**src/rtl/tdm_port_pkg.sv**
```systemverilog
package tdm_port_pkg;

    localparam int FLIT_BITS  = 150;
    localparam int SLOT_COUNT = 4;
    localparam int VC_COUNT   = 4;

    typedef enum logic {
        MODE_FULL   = 1'b0,
        MODE_SINGLE = 1'b1
    } slot_mode_e;

    // Width of a counter that indexes n positions (at least one bit).
    function automatic int idx_bits(input int n);
        return (n > 1) ? $clog2(n) : 1;
    endfunction

endpackage

```
**src/rtl/tdm_phase_gen.sv**
```systemverilog
module tdm_phase_gen
    import tdm_port_pkg::*;
#(
    parameter int SLOTS = SLOT_COUNT
) (
    input  logic clk,
    input  logic rst,
    output logic tick
);
    localparam int PW = idx_bits(SLOTS);
    localparam logic [PW-1:0] LAST = PW'(SLOTS - 1);

    logic [PW-1:0] phase_q;

    always_ff @(posedge clk) begin
        if (rst) begin
            phase_q <= '0;
        end else if (phase_q == LAST) begin
            phase_q <= '0;
        end else begin
            phase_q <= phase_q + 1'b1;
        end
    end

    assign tick = (phase_q == LAST);
endmodule

```
**src/rtl/tdm_serializer.sv**
```systemverilog
module tdm_serializer
    import tdm_port_pkg::*;
#(
    parameter int FLIT_W = FLIT_BITS,
    parameter int SLOTS  = SLOT_COUNT,
    parameter int VC_W   = 2,
    localparam int SW     = idx_bits(SLOTS),
    localparam int WORD_W = FLIT_W * SLOTS
) (
    input  logic              clk,
    input  logic              rst,
    input  logic              tick,
    input  slot_mode_e        mode,
    input  logic [SW-1:0]     slot_sel,
    input  logic              in_valid,
    output logic              in_ready,
    input  logic [WORD_W-1:0] in_word,
    input  logic [VC_W-1:0]   in_vc,
    output logic              out_valid,
    input  logic              out_ready,
    output logic [FLIT_W-1:0] out_flit,
    output logic [VC_W-1:0]   out_vc
);
    localparam logic [SW-1:0] LAST_STEP = SW'(SLOTS - 1);

    logic [WORD_W-1:0] word_q;
    logic [VC_W-1:0]   vc_q;
    logic [SW-1:0]     step_q;
    logic [SW-1:0]     slot_q;
    slot_mode_e        mode_q;
    logic              busy_q;

    logic [FLIT_W-1:0] lane [SLOTS];
    logic              slot_live;
    logic              advance;
    logic              at_last;
    logic              take;

    for (genvar g = 0; g < SLOTS; g++) begin : g_lane
        assign lane[g] = word_q[g*FLIT_W +: FLIT_W];
    end

    always_comb begin
        slot_live = (mode_q == MODE_FULL) || (step_q == slot_q);
        out_valid = busy_q && slot_live;
        out_flit  = (mode_q == MODE_SINGLE) ? lane[0] : lane[step_q];
        out_vc    = vc_q;
        advance   = busy_q && (!slot_live || out_ready);
        at_last   = (step_q == LAST_STEP);
        in_ready  = tick && (!busy_q || (at_last && advance));
        take      = in_valid && in_ready;
    end

    always_ff @(posedge clk) begin
        if (rst) begin
            word_q <= '0;
            vc_q   <= '0;
            step_q <= '0;
            slot_q <= '0;
            mode_q <= MODE_FULL;
            busy_q <= 1'b0;
        end else if (take) begin
            word_q <= in_word;
            vc_q   <= in_vc;
            mode_q <= mode;
            slot_q <= slot_sel;
            step_q <= '0;
            busy_q <= 1'b1;
        end else if (advance) begin
            if (at_last) begin
                step_q <= '0;
                busy_q <= 1'b0;
            end else begin
                step_q <= step_q + 1'b1;
            end
        end
    end
endmodule

```
**src/rtl/tdm_deserializer.sv**
```systemverilog
module tdm_deserializer
    import tdm_port_pkg::*;
#(
    parameter int FLIT_W = FLIT_BITS,
    parameter int SLOTS  = SLOT_COUNT,
    parameter int VC_W   = 2,
    localparam int SW     = idx_bits(SLOTS),
    localparam int WORD_W = FLIT_W * SLOTS
) (
    input  logic              clk,
    input  logic              rst,
    input  logic              tick,
    input  slot_mode_e        mode,
    input  logic              in_valid,
    output logic              in_ready,
    input  logic [FLIT_W-1:0] in_flit,
    input  logic [VC_W-1:0]   in_vc,
    output logic              out_valid,
    output logic [WORD_W-1:0] out_word,
    output logic [VC_W-1:0]   out_vc
);
    localparam logic [SW-1:0] LAST_CNT = SW'(SLOTS - 1);

    logic [FLIT_W-1:0] lane_q [SLOTS];
    logic [WORD_W-1:0] gathered;
    logic [SW-1:0]     cnt_q;
    logic [VC_W-1:0]   vc_q;
    logic              done_q;
    logic              take;
    logic              closes;

    assign in_ready = !done_q;
    assign take     = in_valid && !done_q;
    assign closes   = take && ((mode == MODE_SINGLE) || (cnt_q == LAST_CNT));

    for (genvar g = 0; g < SLOTS; g++) begin : g_gather
        always_ff @(posedge clk) begin
            if (rst) begin
                lane_q[g] <= '0;
            end else if (take) begin
                if (mode == MODE_SINGLE) begin
                    lane_q[g] <= (g == 0) ? in_flit : '0;
                end else if (cnt_q == SW'(g)) begin
                    lane_q[g] <= in_flit;
                end
            end
        end
        assign gathered[g*FLIT_W +: FLIT_W] = lane_q[g];
    end

    always_ff @(posedge clk) begin
        if (rst) begin
            cnt_q     <= '0;
            vc_q      <= '0;
            done_q    <= 1'b0;
            out_valid <= 1'b0;
            out_word  <= '0;
            out_vc    <= '0;
        end else begin
            if (take) begin
                if ((cnt_q == '0) || (mode == MODE_SINGLE)) begin
                    vc_q <= in_vc;
                end
                cnt_q <= closes ? '0 : cnt_q + 1'b1;
            end
            if (closes) begin
                done_q <= 1'b1;
            end else if (tick) begin
                done_q <= 1'b0;
            end
            if (tick) begin
                out_valid <= done_q;
                if (done_q) begin
                    out_word <= gathered;
                    out_vc   <= vc_q;
                end
            end
        end
    end
endmodule

```
**src/rtl/tdm_router_port.sv**
```systemverilog
module tdm_router_port
    import tdm_port_pkg::*;
#(
    parameter int FLIT_W   = FLIT_BITS,
    parameter int SLOTS    = SLOT_COUNT,
    parameter int VC_COUNT = tdm_port_pkg::VC_COUNT,
    localparam int VC_W   = idx_bits(VC_COUNT),
    localparam int SW     = idx_bits(SLOTS),
    localparam int WORD_W = FLIT_W * SLOTS
) (
    input  logic              clk,
    input  logic              rst,
    input  logic              cfg_single,
    input  logic [SW-1:0]     cfg_slot,
    output logic              slow_tick,
    input  logic              mod_in_valid,
    output logic              mod_in_ready,
    input  logic [WORD_W-1:0] mod_in_data,
    input  logic [VC_W-1:0]   mod_in_vc,
    output logic              lnk_out_valid,
    input  logic              lnk_out_ready,
    output logic [FLIT_W-1:0] lnk_out_flit,
    output logic [VC_W-1:0]   lnk_out_vc,
    input  logic              lnk_in_valid,
    output logic              lnk_in_ready,
    input  logic [FLIT_W-1:0] lnk_in_flit,
    input  logic [VC_W-1:0]   lnk_in_vc,
    output logic              mod_out_valid,
    output logic [WORD_W-1:0] mod_out_data,
    output logic [VC_W-1:0]   mod_out_vc
);
    slot_mode_e mode;
    assign mode = cfg_single ? MODE_SINGLE : MODE_FULL;

    tdm_phase_gen #(.SLOTS(SLOTS)) u_phase (
        .clk  (clk),
        .rst  (rst),
        .tick (slow_tick)
    );

    tdm_serializer #(.FLIT_W(FLIT_W), .SLOTS(SLOTS), .VC_W(VC_W)) u_ser (
        .clk       (clk),
        .rst       (rst),
        .tick      (slow_tick),
        .mode      (mode),
        .slot_sel  (cfg_slot),
        .in_valid  (mod_in_valid),
        .in_ready  (mod_in_ready),
        .in_word   (mod_in_data),
        .in_vc     (mod_in_vc),
        .out_valid (lnk_out_valid),
        .out_ready (lnk_out_ready),
        .out_flit  (lnk_out_flit),
        .out_vc    (lnk_out_vc)
    );

    tdm_deserializer #(.FLIT_W(FLIT_W), .SLOTS(SLOTS), .VC_W(VC_W)) u_des (
        .clk       (clk),
        .rst       (rst),
        .tick      (slow_tick),
        .mode      (mode),
        .in_valid  (lnk_in_valid),
        .in_ready  (lnk_in_ready),
        .in_flit   (lnk_in_flit),
        .in_vc     (lnk_in_vc),
        .out_valid (mod_out_valid),
        .out_word  (mod_out_data),
        .out_vc    (mod_out_vc)
    );
endmodule

```
**config.mk**
```make
export PLATFORM = sky130hd
export DESIGN_NAME = tdm_router_port
export DESIGN_NICKNAME = d
export VERILOG_FILES = /design/src/rtl/tdm_port_pkg.sv /design/src/rtl/tdm_phase_gen.sv /design/src/rtl/tdm_serializer.sv /design/src/rtl/tdm_deserializer.sv /design/src/rtl/tdm_router_port.sv
export SDC_FILE = /design/constraint.sdc
export NUM_CORES = 2
export LEC_CHECK = 0
export BUFFER_PORTS_ARGS = -buffer_cell sky130_fd_sc_hd__buf_2
export CAP_MARGIN = 20
export CORE_AREA = 2 2 588 590
export CTS_CLUSTER_SIZE = 28
export DETAILED_ROUTE_END_ITERATION = 12
export DIE_AREA = 0 0 590 592
export PLACE_DENSITY_LB_ADDON = 0.2
export SYNTH_ARGS = -nofsm -noshare
export SYNTH_HDL_FRONTEND = slang
export SYNTH_SLANG_ARGS = --single-unit
export TNS_END_PERCENT = 10
```
**constraint.sdc**
```tcl
create_clock -name clk -period 12.2 [get_ports clk]
set_clock_uncertainty 0.2 [all_clocks]
set_input_delay 1.22 -clock clk [delete_from_list [all_inputs] [get_ports clk]]
set_output_delay 1.22 -clock clk [all_outputs]
set_load 0.02 [all_outputs]
```
==> out/qor.csv <==
stage;metric;value;unit
routing;Vias/cell;4.373;
power_and_ir_drop;sequential share of power;0.460;
timing;Achievable Freq;169.4;MHz
power_and_ir_drop;combinational power share;0.060;
synthesis;Seq cells post-synth;1818;
grt;largest net degree at the start of global routing;222;
power_and_ir_drop;pwr/cell area;149.5;mW/mm^2
clock_tree;CTS clk-pin slew, worst paths;0.06;ns
timing;final setup fails;0;
placement;gpl congestion;0.8286;
grt;initial antenna violation count;183;
setup_path;Crit path arrival time;4.48;ns
floorplanning;Starting Density;0.2209;
setup_path;Worst R2R Path Depth;7;
power_and_ir_drop;VDD IR max;0.1055;mV
placement;Placed Instances;13000;
synthesis;Yosys warnings;0;
floorplanning;die area;0.3493;mm^2
clock_tree;total CTS buffers;217;
floorplanning;chip width;590;um
finish;most common cell after layout, fill and taps aside;buf_2;
routing;DRT Wirelength;318400;um
run;Max Cap Viol;0;
worst_hold_path;hold worst-path end;u_phase.phase_q[0];
placement;port bufs;1520;
timing;fin crit share;0.4838;
floorplanning;die height;592;um
power_and_ir_drop;Switching Power;3.397;mW
finish;area taken by multi-input logic gates;0.03066;mm^2
placement;Post-Place Setup Slack;6.531;ns
finish;Final Util;0.2768;
timing;RSZ-0062 raised after global routing;false;
routing;Residual DRC;0;
clock_tree;# H-tree levels;4;
routing;Antenna Nets Post-Route;0;
setup_path;Startpoint Class;flip-flop;
finish;area delta synth->final;25.28;%
grt;vias in the first global route;58600;
setup_path;Crit. Startpoint;u_ser.step_q[0];
timing;worst-margin pin slew;1.174;ns
setup_path;CP Max Fanout;125;
synthesis;Synth Area per Inst;10.13;um^2
setup_path;critical path class;flip-flop to output pin;
power_and_ir_drop;LEAKAGE;37.31;nW
clock_tree;Clock Sinks;1818;
routing;drt pass-1 iters;5;
finish;layout cells sized above 1;0.2372;
setup_path;worst reg2reg path endpoint;u_ser.word_q[539];
floorplanning;# IOs;1521;
grt;gr usage total;0.1739;
finish;register area;0.04241;mm^2
power_and_ir_drop;Sw Share;0.2397;
status;status;complete, no violations;
clock_tree;deepest clock path buffer count;4;
grt;global route overflow;0;
setup_path;WP data required;10.78;ns
clock_tree;hold_buf cts;0;
synthesis;post-synthesis sequential area ratio;0.5605;
timing;Final WS setup;6.298;ns
timing;setup TNS;0;ns
timing;Final Hold Fails;0;
floorplanning;# rows;215;
timing;Pins Over Slew Limit;0;
floorplanning;core area;0.3424;mm^2
setup_path;r2r setup slk;6.91;ns
placement;Final HPWL DP;221400;um
worst_hold_path;Hold Path Origin;u_phase.phase_q[0];
routing;Vias;58880;
synthesis;Cell variety after synth;33;
finish;commonest cells after routing, fill and taps aside;buf_2 (1519), dfxtp_1 (1215), nand2b_1 (1213);
placement;dpl cell area;0.08713;mm^2
setup_path;worst reg2reg path startpoint;u_ser.step_q[1];
clock_tree;# resized after CTS;0;
worst_hold_path;Hold Path Class;flip-flop to flip-flop;
power_and_ir_drop;Power Internal;10.78;mW
finish;final std cells w/o fill;13460;
timing;fin crit period;5.902;ns
synthesis;Syn Inst Count;7469;
clock_tree;post-CTS setup buffers;0;
worst_hold_path;worst hold path depth;1;
timing;Final Hold Slack;0.2342;ns
grt;first-pass GRT wire length;444600;um
clock_tree;clock root buffer;clkbuf_16;
setup_path;Worst setup EP type;output pin;
clock_tree;clk_lat worst skew;0.89;ns
finish;Final Cell Area;0.09477;mm^2
routing;DRT iter0 DRCs;3779;
routing;DR WL/cell;23.65;um
finish;Nets;9431;
synthesis;Syn Nets;8237;
clock_tree;TritonCTS clock tree;built;
synthesis;Post-Syn Area;0.07565;mm^2
timing;Slew HR;0.2172;
power_and_ir_drop;total power;14.17;mW
finish;fillers;36450;
power_and_ir_drop;clock network fraction of total power;0.480;
==> critical path, stage by stage, from the launching register on <==
cell and delay [ns]:
dfxtp_4 0.97, buf_12 0.56, buf_4 0.78, mux2_2 0.41, a22oi_1 0.15, o21ai_0 0.19, buf_2 0.24
==> power groups by stage <==
stage	clock network, mW	logic, mW	registers, mW
2_1_floorplan	0	0.436	6.66
3_3_place_gp	0	0.860	6.65
3_5_place_dp	0	0.867	6.65
4_1_cts	7.00	0.871	6.53
5_1_grt	7.23	0.917	6.54
6_report	6.80	0.849	6.52
==> registers in the layout, indices dropped and copies added, names as in the netlist, 143 cells and up <==
signal,count
u_des.lane_q,600
u_des.out_word,143
mod_out_data,457
u_ser.word_q,600
==> per-layer routing <==
metal	GRT usage	up-vias	wire length, um
li1	-	27730	-
met1	0.2069	28770	129000
met2	0.2944	1765	152800
met3	0.06133	535	27270
met4	0.04917	76	8758
met5	0	-	470
==> layout make-up <==
type	instances	share of cell area
flip-flops and latches	1818	0.4475
multi-input cells	5025	0.3235
repair buffers	1597	0.08874
clock buffers	310	0.06583
well taps	4557	0.06016
clock inverters	89	0.01236
diodes	63	0.001663
inverters	4	0.0002376
==> cell usage after synthesis <==
master    number  share of area
a211o_1        1        0.00012
a211oi_1       2        0.00020
a21boi_0       1       0.000099
a21oi_1      755          0.050
a21oi_2        1        0.00012
a22o_1         2        0.00023
a22oi_1      151          0.015
and2_1       152          0.013
and3_1       450          0.037
buf_1         40         0.0020
buf_2         13        0.00086
buf_4         38         0.0038
buf_6         26         0.0039
clkbuf_1     505          0.025
dfxtp_1     1218           0.32
edfxtp_1     600           0.24
ha_1           6        0.00099
inv_1          4        0.00020
mux2_2       150          0.022
mux2i_1      606          0.080
nand2_1     1208          0.060
nand2b_1    1214           0.10
nand3_1        2        0.00013
nor2_1         7        0.00035
nor2b_1      153          0.013
nor3_1         2        0.00013
nor3_2         2        0.00026
nor3b_1        1       0.000099
o211ai_1       3        0.00030
o21a_1         1       0.000099
o21ai_0      150         0.0099
o21bai_1       3        0.00030
xor2_1         2        0.00023
==> kinds of logic (layout without fill, tap and decap cells) <==
logic type / after synthesis / count (layout) / synth area share
DFF: 1818 / 1818 / 0.5605
adders and majority gates: 6 / 6 / 0.0009923
buffers and inverters: 626 / 2000 / 0.03574
xor gates and xnor gates: 2 / 2 / 0.0002316
AOI/OAI and AO/OA: 1070 / 1070 / 0.07631
other: 0 / 63 / 0
muxes: 756 / 756 / 0.1025
and+or+nand+nor: 3191 / 3191 / 0.2237
==> how the worst max path moves through the flow <==
stage / end / slack [ns] / cells past startpoint
6_report: lnk_out_flit[34] / 6.30 / 6
2_1_floorplan: u_des.lane_q[1][0] / 2.90 / 3
5_1_grt: lnk_out_flit[64] / 6.08 / 6
3_5_place_dp: u_des.lane_q[2][10] / 6.53 / 6
4_1_cts: lnk_out_flit[71] / 6.21 / 6
3_3_place_gp: u_des.lane_q[2][10] / 6.61 / 6
(Power assumes the default switching activity.)
